`src/rtl/udp_tx_pkg.sv`:
```
package udp_tx_pkg;

  typedef enum logic [2:0] {
    ST_IDLE, ST_PRE, ST_HDR, ST_PAY, ST_PAD, ST_FCS, ST_GAP
  } tx_state_t;

  localparam int PRE_BYTES = 8;
  localparam int HDR_BYTES = 42;
  localparam int MIN_BODY  = 60;
  localparam int MIN_PAY   = MIN_BODY - HDR_BYTES;
  localparam int FCS_BYTES = 4;
  localparam int GAP_BYTES = 12;

  localparam logic [7:0]  PRE_BYTE = 8'h55;
  localparam logic [7:0]  SFD_BYTE = 8'hD5;
  localparam logic [31:0] CRC_POLY = 32'hEDB88320;

  // one byte of the reflected CRC, least significant bit first
  function automatic logic [31:0] crc_byte(input logic [31:0] c, input logic [7:0] d);
    logic [31:0] r;
    r = c ^ {24'h0, d};
    for (int b = 0; b < 8; b++) begin
      r = r[0] ? ((r >> 1) ^ CRC_POLY) : (r >> 1);
    end
    return r;
  endfunction

endpackage

```
`src/rtl/udp_hdr_rom.sv`:
```
module udp_hdr_rom #(
  parameter int          LEN_W    = 11,
  parameter logic [47:0] DST_MAC  = 48'hFFFF_FFFF_FFFF,
  parameter logic [47:0] SRC_MAC  = 48'h0200_0000_0001,
  parameter logic [31:0] SRC_IP   = 32'hC0A8_0102,
  parameter logic [31:0] DST_IP   = 32'hC0A8_0101,
  parameter logic [15:0] SRC_PORT = 16'd5000,
  parameter logic [15:0] DST_PORT = 16'd5001,
  parameter logic [7:0]  TTL      = 8'h40
) (
  input  logic [LEN_W-1:0] len,
  input  logic [5:0]       idx,
  output logic [7:0]       hbyte
);
  import udp_tx_pkg::*;

  localparam int HBITS = HDR_BYTES * 8;

  // sum of every constant IPv4 header word
  localparam logic [31:0] FIXED_SUM =
      32'h0000_4500 + 32'h0000_4000 + {16'h0, TTL, 8'h11} +
      {16'h0, SRC_IP[31:16]} + {16'h0, SRC_IP[15:0]} +
      {16'h0, DST_IP[31:16]} + {16'h0, DST_IP[15:0]};

  logic [15:0]      ip_len, udp_len, ip_sum;
  logic [31:0]      acc;
  logic [16:0]      fold1;
  logic [15:0]      fold2;
  logic [HBITS-1:0] hdr_bits, hdr_sh;
  logic [8:0]       shamt;

  always_comb begin
    ip_len  = 16'(len) + 16'd28;
    udp_len = 16'(len) + 16'd8;
    acc     = FIXED_SUM + {16'h0, ip_len};
    fold1   = {1'b0, acc[15:0]} + {1'b0, acc[31:16]};
    fold2   = fold1[15:0] + {15'h0, fold1[16]};
    ip_sum  = ~fold2;
    hdr_bits = {DST_MAC, SRC_MAC, 16'h0800,
                8'h45, 8'h00, ip_len, 16'h0000, 16'h4000, TTL, 8'h11, ip_sum,
                SRC_IP, DST_IP,
                SRC_PORT, DST_PORT, udp_len, 16'h0000};
    shamt  = 9'd8 * (9'(HDR_BYTES - 1) - {3'b000, idx});
    hdr_sh = hdr_bits >> shamt;
    hbyte  = hdr_sh[7:0];
  end

endmodule

```
`src/rtl/udp_crc32.sv`:
```
module udp_crc32 (
  input  logic        clk,
  input  logic        rst_n,
  input  logic        init,
  input  logic        upd,
  input  logic [7:0]  din,
  output logic [31:0] crc_q
);
  import udp_tx_pkg::*;

  logic [31:0] crc_d;

  always_comb begin
    crc_d = crc_q;
    if (init)     crc_d = 32'hFFFF_FFFF;
    else if (upd) crc_d = crc_byte(crc_q, din);
  end

  always_ff @(posedge clk or negedge rst_n) begin
    if (!rst_n) crc_q <= 32'hFFFF_FFFF;
    else        crc_q <= crc_d;
  end

endmodule

```
`src/rtl/udp_nibble_out.sv`:
```
module udp_nibble_out (
  input  logic       clk,
  input  logic       rst_n,
  input  logic [7:0] tx_byte,
  input  logic       tx_en,
  input  logic       tx_er,
  output logic [3:0] d_pos,
  output logic [3:0] d_neg,
  output logic       ctl_pos,
  output logic       ctl_neg
);
  always_ff @(posedge clk or negedge rst_n) begin
    if (!rst_n) begin
      d_pos   <= 4'h0;
      d_neg   <= 4'h0;
      ctl_pos <= 1'b0;
      ctl_neg <= 1'b0;
    end else begin
      d_pos   <= tx_byte[3:0];
      d_neg   <= tx_byte[7:4];
      ctl_pos <= tx_en;
      ctl_neg <= tx_en ^ tx_er;
    end
  end
endmodule

```
`src/rtl/udp_frame_tx.sv`:
```
module udp_frame_tx #(
  parameter int          LEN_W       = 11,
  parameter int          SYNC_STAGES = 2,
  parameter logic [47:0] DST_MAC     = 48'hFFFF_FFFF_FFFF,
  parameter logic [47:0] SRC_MAC     = 48'h0200_0000_0001,
  parameter logic [31:0] SRC_IP      = 32'hC0A8_0102,
  parameter logic [31:0] DST_IP      = 32'hC0A8_0101,
  parameter logic [15:0] SRC_PORT    = 16'd5000,
  parameter logic [15:0] DST_PORT    = 16'd5001,
  parameter logic [7:0]  TTL         = 8'h40
) (
  input  logic             clk,
  input  logic             rst_n,
  input  logic [LEN_W-1:0] pl_len,
  input  logic [7:0]       pl_data,
  input  logic             pl_valid,
  input  logic             pl_last,
  output logic             pl_ready,
  output logic [3:0]       lnk_d_pos,
  output logic [3:0]       lnk_d_neg,
  output logic             lnk_ctl_pos,
  output logic             lnk_ctl_neg
);
  import udp_tx_pkg::*;

  localparam int CW = (LEN_W > 6) ? LEN_W : 6;

  // reset: asserted at once, released through a synchronizer
  logic [SYNC_STAGES-1:0] rs_q;
  logic                   rst_i_n;

  generate
    if (SYNC_STAGES == 1) begin : g_rs1
      always_ff @(posedge clk or negedge rst_n)
        if (!rst_n) rs_q <= '0;
        else        rs_q <= 1'b1;
    end else begin : g_rsn
      always_ff @(posedge clk or negedge rst_n)
        if (!rst_n) rs_q <= '0;
        else        rs_q <= {rs_q[SYNC_STAGES-2:0], 1'b1};
    end
  endgenerate
  assign rst_i_n = rs_q[SYNC_STAGES-1];

  tx_state_t        st_q, st_d;
  logic [CW-1:0]    cnt_q, cnt_d;
  logic [LEN_W-1:0] len_q, len_d;
  logic             fill_q, fill_d;

  logic [7:0]  tx_byte, hdr_byte;
  logic        tx_en, tx_er, crc_init, crc_upd, step;
  logic [31:0] crc_q, crc_sh;
  logic [CW-1:0] len_m1, pad_need, pad_m1;

  udp_hdr_rom #(
    .LEN_W(LEN_W), .DST_MAC(DST_MAC), .SRC_MAC(SRC_MAC), .SRC_IP(SRC_IP),
    .DST_IP(DST_IP), .SRC_PORT(SRC_PORT), .DST_PORT(DST_PORT), .TTL(TTL)
  ) u_hdr (
    .len(len_q), .idx(cnt_q[5:0]), .hbyte(hdr_byte)
  );

  udp_crc32 u_crc (
    .clk(clk), .rst_n(rst_i_n), .init(crc_init), .upd(crc_upd),
    .din(tx_byte), .crc_q(crc_q)
  );

  udp_nibble_out u_out (
    .clk(clk), .rst_n(rst_i_n), .tx_byte(tx_byte), .tx_en(tx_en), .tx_er(tx_er),
    .d_pos(lnk_d_pos), .d_neg(lnk_d_neg), .ctl_pos(lnk_ctl_pos), .ctl_neg(lnk_ctl_neg)
  );

  assign pl_ready = (st_q == ST_PAY) && !fill_q;

  always_comb begin
    len_m1   = CW'(len_q) - CW'(1);
    pad_need = (CW'(len_q) < CW'(MIN_PAY)) ? (CW'(MIN_PAY) - CW'(len_q)) : '0;
    pad_m1   = pad_need - CW'(1);
    crc_sh   = crc_q >> {cnt_q[1:0], 3'b000};
  end

  // next-state process
  always_comb begin
    st_d     = st_q;
    cnt_d    = cnt_q;
    len_d    = len_q;
    fill_d   = fill_q;
    tx_byte  = 8'h00;
    tx_en    = 1'b0;
    tx_er    = 1'b0;
    crc_init = 1'b0;
    crc_upd  = 1'b0;
    step     = 1'b0;
    case (st_q)
      ST_IDLE: begin
        if (pl_valid) begin
          len_d = pl_len;
          cnt_d = '0;
          st_d  = ST_PRE;
        end
      end
      ST_PRE: begin
        tx_en    = 1'b1;
        crc_init = 1'b1;
        tx_byte  = (cnt_q == CW'(PRE_BYTES - 1)) ? SFD_BYTE : PRE_BYTE;
        if (cnt_q == CW'(PRE_BYTES - 1)) begin
          cnt_d = '0;
          st_d  = ST_HDR;
        end else begin
          cnt_d = cnt_q + CW'(1);
        end
      end
      ST_HDR: begin
        tx_en   = 1'b1;
        tx_byte = hdr_byte;
        crc_upd = 1'b1;
        if (cnt_q == CW'(HDR_BYTES - 1)) begin
          cnt_d = '0;
          st_d  = (len_q == '0) ? ST_PAD : ST_PAY;
        end else begin
          cnt_d = cnt_q + CW'(1);
        end
      end
      ST_PAY: begin
        tx_en = 1'b1;
        if (fill_q) begin
          step = 1'b1;
        end else if (pl_valid) begin
          step    = 1'b1;
          tx_byte = pl_data;
          if (pl_last) fill_d = 1'b1;
        end else begin
          tx_er = 1'b1;
        end
        if (step) begin
          crc_upd = 1'b1;
          if (cnt_q == len_m1) begin
            cnt_d  = '0;
            fill_d = 1'b0;
            st_d   = (pad_need != '0) ? ST_PAD : ST_FCS;
          end else begin
            cnt_d = cnt_q + CW'(1);
          end
        end
      end
      ST_PAD: begin
        tx_en   = 1'b1;
        crc_upd = 1'b1;
        if (cnt_q == pad_m1) begin
          cnt_d = '0;
          st_d  = ST_FCS;
        end else begin
          cnt_d = cnt_q + CW'(1);
        end
      end
      ST_FCS: begin
        tx_en   = 1'b1;
        tx_byte = ~crc_sh[7:0];
        if (cnt_q == CW'(FCS_BYTES - 1)) begin
          cnt_d = '0;
          st_d  = ST_GAP;
        end else begin
          cnt_d = cnt_q + CW'(1);
        end
      end
      ST_GAP: begin
        if (cnt_q == CW'(GAP_BYTES - 1)) begin
          cnt_d = '0;
          st_d  = ST_IDLE;
        end else begin
          cnt_d = cnt_q + CW'(1);
        end
      end
      default: st_d = ST_IDLE;
    endcase
  end

  // register process
  always_ff @(posedge clk or negedge rst_i_n) begin
    if (!rst_i_n) begin
      st_q   <= ST_IDLE;
      cnt_q  <= '0;
      len_q  <= '0;
      fill_q <= 1'b0;
    end else begin
      st_q   <= st_d;
      cnt_q  <= cnt_d;
      len_q  <= len_d;
      fill_q <= fill_d;
    end
  end

endmodule

```
`config.mk`:
```
export PLATFORM = sky130hd
export DESIGN_NAME = udp_frame_tx
export DESIGN_NICKNAME = d
export VERILOG_FILES = /design/src/rtl/udp_tx_pkg.sv /design/src/rtl/udp_hdr_rom.sv /design/src/rtl/udp_crc32.sv /design/src/rtl/udp_nibble_out.sv /design/src/rtl/udp_frame_tx.sv
export SDC_FILE = /design/constraint.sdc
export NUM_CORES = 1
export LEC_CHECK = 0
export CORE_UTILIZATION = 56
export DETAILED_ROUTE_END_ITERATION = 10
export PLACE_DENSITY = 0.75
export SLEW_MARGIN = 20
export SYNTH_ARGS = -nofsm -noshare
export SYNTH_HDL_FRONTEND = slang
export SYNTH_SLANG_ARGS = --single-unit
```
`constraint.sdc`:
```
create_clock -name clk -period 3.7 [get_ports clk]
set_input_delay 0.37 -clock clk [delete_from_list [all_inputs] [get_ports clk]]
set_output_delay 0.37 -clock clk [all_outputs]
set_load 0.005 [all_outputs]
```
# Word level (Yosys, flattened, before mapping)
# Cells that the tools add are included.
# W data, S select, Z words.
[word_totals]
regBits = 70
inputBits = 23
out_inout_bits = 11
elab_cells = 117
[classes]
addsub = 10
magnitude_cmp = 1
n_eq_ne = 20
n_shift = 2
mux = 50
n_bitwise = 12
reduce_logical = 12
[op_table]
columns = ["op", "count"]
rows = [
  ["$shr A336 B9 Y8", 1],
  ["$mux W32", 10],
  ["$not A13 Y14", 8],
  ["$mux W11", 9],
  ["$pmux W11 S7", 1],
  ["$pmux W8 S4", 1],
  ["$shr A32 B5 Y8", 1],
  ["$xor A32 B8 Y32", 1],
  ["$mux W3", 9],
  ["$mux W8", 3],
  ["$eq A11 B11 Y1", 2],
  ["$sub A11 B1 Y11 const B", 2],
  ["$pmux W3 S7", 1],
  ["$add A18 B16 Y19 const A", 1],
  ["$add A16 B16 Y17", 1],
  ["$add A16 B1 Y16", 1],
  ["$not A16 Y16", 1],
  ["$mux W1", 15],
  ["$add A11 B4 Y12 const B", 1],
  ["$add A11 B5 Y12 const B", 1],
  ["$ne A2 B2 Y1 const B", 6],
  ["$add A11 B1 Y11 const B", 1],
  ["$eq A11 B2 Y1 const B", 1],
  ["$eq A11 B3 Y1 const B", 1],
  ["24 further kinds", 28],
]

# Longest topological paths before layout
[logic_depth]
ltp_word = 26
mapped_depth = 21
mapped_depth_nobuf = 17

# Hierarchy
# A second synthesis with hierarchy kept.
[hier_totals]
cells_unflattened = 769
area_unflattened_um2 = 6747.7
[modules_own_cells]
columns = ["mod", "instances", "cells_per_inst", "area_each_um2", "seq_area_each_um2"]
rows = [
  ["udp_frame_tx", 1, 337, 2925.3, 700.7],
  ["udp_crc32", 1, 192, 2078.2, 840.8],
  ["udp_hdr_rom", 1, 229, 1485.2, 0.0],
  ["udp_nibble_out", 1, 11, 259.0, 250.2],
]

# Least setup slack after synthesis
# Ideal clock, no wire load.
[synth_timing]
kind = "register to register"
start = "register len_q[2]"
end = "register cnt_q[7]"
arrival_ns = 3.987
slack_ns = -0.411
stages_incl_launch_ff = 22
n_path_buf = 4
synth_period_minus_slack_ns = 4.111
path_cell_list = "dfrtp_1 buf_2 inv_1 ha_1 clkbuf_1 a21boi_0 o21ai_0 a21oi_2 nand2_1 ha_1 xor2_1 nand3_1 o31ai_1 a22oi_1 nor4_1 nand4_1 a311oi_1 or4_1 buf_2 buf_6 nor3b_1 a211o_1"
[synth_between]
elab_chain_cells = 6
elab_cells_between_ends = 11
[synth_lines]
columns = ["element", "line", "source"]
rows = [
  ["from (decl)", "udp_frame_tx.sv:47", "logic [LEN_W-1:0] len_q, len_d;"],
  ["from (signal assigned)", "udp_frame_tx.sv:187", "len_q <= len_d;"],
  ["$sub A5 B11 Y11 or $lt A11 B5 Y1 (tied branches)", "udp_frame_tx.sv:76", "pad_need = (CW'(len_q) < CW'(MIN_PAY)) ? (CW'(MIN_PAY) - CW'(len_q)) : '0;"],
  ["$mux W11", "udp_frame_tx.sv:76", ""],
  ["$sub A11 B1 Y11", "udp_frame_tx.sv:77", "pad_m1 = pad_need - CW'(1);"],
  ["$eq A11 B11 Y1", "udp_frame_tx.sv:148", "if (cnt_q == pad_m1) begin"],
  ["$mux W11", "udp_frame_tx.sv:148", ""],
  ["$pmux W11 S7 *", "udp_frame_tx.sv:93", "case (st_q)"],
  ["to (signal assigned)", "udp_frame_tx.sv:186", "cnt_q <= cnt_d;"],
  ["to (decl)", "udp_frame_tx.sv:46", "logic [CW-1:0] cnt_q, cnt_d;"],
]
# Mark *: on every way between the ends. The rest lies on a longest branch, timed or not. The select of a mux whose other input is x is not followed.
# A chain may end at the register's enable or synchronous reset.

# Worst setup path after layout
[layout_timing]
start = "register len_q[5]"
end = "register u_crc.crc_q[3]"
[layout_between]
elab_cells_between_ends = 21
[layout_rtl]
columns = ["element", "line", "source"]
rows = [
  ["$add A11 B5 Y12", "udp_hdr_rom.sv:33", "ip_len = 16'(len) + 16'd28;"],
  ["$add A18 B16 Y19", "udp_hdr_rom.sv:35", "acc = FIXED_SUM + {16'h0, ip_len};"],
  ["$add A16 B16 Y17", "udp_hdr_rom.sv:36", "fold1 = {1'b0, acc[15:0]} + {1'b0, acc[31:16]};"],
  ["$add A16 B1 Y16", "udp_hdr_rom.sv:37", "fold2 = fold1[15:0] + {15'h0, fold1[16]};"],
  ["$not A16 Y16", "udp_hdr_rom.sv:38", "ip_sum = ~fold2;"],
  ["$shr A336 B9 Y8 *", "udp_hdr_rom.sv:44", "hdr_sh = hdr_bits >> shamt;"],
  ["$pmux W8 S4 *", "udp_frame_tx.sv:93", ""],
  ["via tx_byte[2]", "udp_frame_tx.sv:50", "logic [7:0] tx_byte, hdr_byte;"],
  ["$xor A32 B8 Y32 *", "udp_tx_pkg.sv:21", "r = c ^ {24'h0, d};"],
  ["$mux W32 * (5 in series)", "udp_tx_pkg.sv:23", "r = r[0] ? ((r >> 1) ^ CRC_POLY) : (r >> 1);"],
  ["$not A13 Y14 (no source line)", "n/a", ""],
  ["$mux W32 * (3 in series)", "udp_tx_pkg.sv:23", ""],
  ["$mux W32 *", "udp_crc32.sv:16", "else if (upd) crc_d = crc_byte(crc_q, din);"],
  ["$mux W32 *", "udp_crc32.sv:15", "if (init) crc_d = 32'hFFFF_FFFF;"],
  ["to (signal assigned)", "udp_crc32.sv:21", "else crc_q <= crc_d;"],
  ["to (decl)", "udp_crc32.sv:7", "output logic [31:0] crc_q"],
]
# The timed path passes the listed nets; every way through them passes the cells marked *. The select of a mux whose other input is x is not followed.

==> implementation parameters <==
Parameter                              Value

STA
  Fin. max-slew vios    0
  Min Hold Slack    about 180 ps
  Transition time at the pin with the least slew margin    between 1000 and 1500 ps
  Min Clock Period, post-route    3939 ps
  Number of hold-slack violations in the final timing report    0
  Worst max-slew margin expressed relative to the limit    0.2530
  Max Fclk    roughly 250 MHz
  Clk_skew    around 13 ps
  Setup repair after global routing missed its margin    true
  Worst setup slack after layout    -238.9 ps
  Share of the cycle needed by the critical path after routing    1.065
  Setup violations, final    26

Final layout
  Antenna Diode Count    0
  Finished Layout Cells    about 1100
  Fillers    between 600 and 700
  Share of the core filled with cells    0.8304
  Area growth from synthesis to layout    42.29%
  Ratio of cells with drive above 1 in the final layout    0.3914
  Nets    about 980

Logic synthesis
  Synth unique cells    between 90 and 100
  Fraction of registers with async set or reset after synthesis    1.000
  Synthesized net count    between 800 and 900
  Count of yosys warnings during synthesis    0
  Number of flops mapped to enable cells by yosys    0
  Fraction of the yosys area taken by sequential cells    0.2655
  Yosys top cell by area    dfrtp_1
  Largest cells by area after synthesis    dfrtp_1, dfstp_2, xnor2_1
  Main synth FF type    dfrtp_1
  Most instantiated cells after synthesis    nor2_1, xnor2_1, nand2_1
  Count of state elements after synthesis    70
  Instance count of the mapped netlist    757
  Most frequent cell after synthesis    nor2_1
  Summed instance area of the synthesized netlist    6749 µm²
  Yosys top cell area share    0.1409
  Mean post-synth cell area    8.915 µm²

Detailed routing
  DRT Pass-1 Iters    9
  Initial drt markers    around 590
  DRT Wirelength    24020 µm
  Number of vias per cell after detailed routing    6.332
  DRC errors left    1
  Remaining antenna violation count    0
  DR vias    around 7000
  Mean routed wirelength per cell    around 22 µm

Setup path
  Kind of critical path    reg2reg
  Slack of the worst reg-to-reg path    -240 ps
  Crit end category    flop
  Critical Path RT    just under 4000 ps
  Highest net fanout along the worst path    8
  Crit path launch type    flop
  Arrival time of the worst setup path    roughly 4200 ps

Global routing
  First-pass GRT wire length    35150 µm
  Antenna violations before repair    0
  Largest net degree at the start of global routing    42
  Total congestion overflow    0
  GRT Overall Usage    0.3669
  Via count of the first global-routing pass    6729

Clock tree
  CTS tree    built
  Maximum level of the CTS H-tree    3
  Total clock sinks    70
  Number of buffers created by CTS    9
  Clk buf depth    2
  Master cell of the clock root buffer    clkbuf_16
  Clock latency of the later-clocked register in the worst-skew pair    roughly 360 ps
  Cts-stage hold buffer count    0
  CTS clock-pin slew for the worst setup and hold paths    roughly 70 ps

Placed design
  Total instance count after detailed placement    1026
  Number of buffers inserted by port buffering    33
  Post-detailed-placement half-perimeter wirelength    between 15000 and 20000 µm
  Routability-driven placement congestion ratio    0.9368

Floorplanning
  Die Area    between 10000 and 15000 µm²
  Die boundary width    ~110 µm
  Die height    between 100 and 150 µm
  Core footprint    between 10000 and 15000 µm²
  Starting density of the core    0.5836
  Number of top-level pins    34
  Row count    39

Worst hold path
  Type of the tightest min-delay check    in2async

Status
  Run status    complete, but fails checks
  Failing checks    design-rule violations, negative setup slack

Job
  Count of max-cap constraint violations    0
metrics by stage:
step / setup slack (ps) / TNS [ps] / cell area (µm²)
floorplan: -38.34 / -38.34 / 6870
global placement: -104.9 / -957.9 / 8272
detailed placement: -259.3 / -4316 / 8272
CTS: -101.0 / -497.0 / 8979
global route: -364.1 / -7299 / 9603
finish: -238.9 / -2681 / 9603
worst paths after layout:
check / end / depth (start not counted) / start
setup / recovery: u_crc.crc_q[3]$_DFFE_PN1P_ / 17 / len_q[5]$_DFFE_PN0P_
hold / removal: rs_q[0]$_DFF_PN0_ / 1 / rst_n
setup reg to reg: u_crc.crc_q[3]$_DFFE_PN1P_ / 17 / len_q[5]$_DFFE_PN0P_
hold reg to reg: rs_q[1]$_DFF_PN0_ / 0 / rs_q[0]$_DFF_PN0_
max in group asynchronous: u_crc.crc_q[7]$_DFFE_PN1P_ / 1 / rs_q[1]$_DFF_PN0_
min in group clk: rs_q[1]$_DFF_PN0_ / 0 / rs_q[0]$_DFF_PN0_
repair_timing:
item,4_1_cts,5_1_grt
pin swaps,32,50
endpoints found under the hold margin,0,0
cloned,0,1
setup endpoints to repair,32,40
gates resized for setup,44,75
setup buffers,18,21
critical path, stage by stage (launching register included):
cell       delay (ps)
dfrtp_1           380
buf_4             120
buf_4             150
buf_12            120
nand3_2            90
or3_1             430
nand2_1           240
nor4b_4           310
o2111ai_2         190
a21oi_2           210
o31ai_4           100
a221o_2           450
xor2_4            180
buf_8             160
xor2_4            190
buf_6             150
xor2_1            200
a21oi_1           130
logic make-up after synthesis:
| group | after synthesis | synth area share |
|---|---|---|
| AOI/OAI and AO/OA | 217 | 0.2312 |
| other | 1 | 0.0005556 |
| xor gates and xnor gates | 112 | 0.1865 |
| buffers and inverters | 67 | 0.04338 |
| DFF | 70 | 0.2655 |
| and+or+nand+nor | 249 | 0.1874 |
| muxes | 16 | 0.03949 |
| adders and majority gates | 25 | 0.04598 |
per-layer routing:
| metal | vias to the layer above | GRT usage | wire, µm |
|---|---|---|---|
| met1 | 3306 | 0.4247 | 9033 |
| met3 | 103 | 0.05389 | 1510 |
| met5 | - | 0 | 0 |
| met4 | 0 | 0.2090 | 1206 |
| li1 | 3068 | - | - |
| met2 | 349 | 0.6480 | 12270 |
cells in the final DEF (no fill, tap or decap), types with 9 or more instances in the layout:
cell type and count:
a21oi_1 45, a21oi_2 9, buf_4 155, buf_6 13
clkbuf_16 11, clkdlybuf4s50_1 33, dfrtp_1 35, dfstp_2 32
ha_1 18, inv_1 12, nand2_1 60, nand2b_1 13
nand3_1 19, nor2_1 63, nor2b_1 10, nor3_1 22
o211ai_1 11, o21ai_0 33, o21ai_1 11, o22a_1 12
or3_1 9, xnor2_1 44, xnor2_2 16, xnor2_4 10
xor2_1 15, xor2_2 9, xor2_4 13
registers in the layout, summed over array words and instances, names as in the netlist:
name           count
u_out.d_pos        4
u_crc.crc_q       32
fill_q             1
rs_q               2
cnt_q             11
u_out.ctl_pos      1
len_q             11
st_q               3
u_out.d_neg        4
u_out.ctl_neg      1
cell type report:
class | instances | area, µm² | area share
Inverter | 18 | 77.57 | 0.008078
Multi-Input combinational cell | 620 | 5368 | 0.5590
Clock buffer | 11 | 254.0 | 0.02645
Timing Repair Buffer | 211 | 1841 | 0.1917
Sequential cell | 70 | 1795 | 0.1870
Tap cell | 143 | 178.9 | 0.01863
Clock inverter | 5 | 88.84 | 0.009251
Power is left out: the tool's default activity adds up to more than one toggle a clock period on the data nets, which glitch-free logic cannot reach.
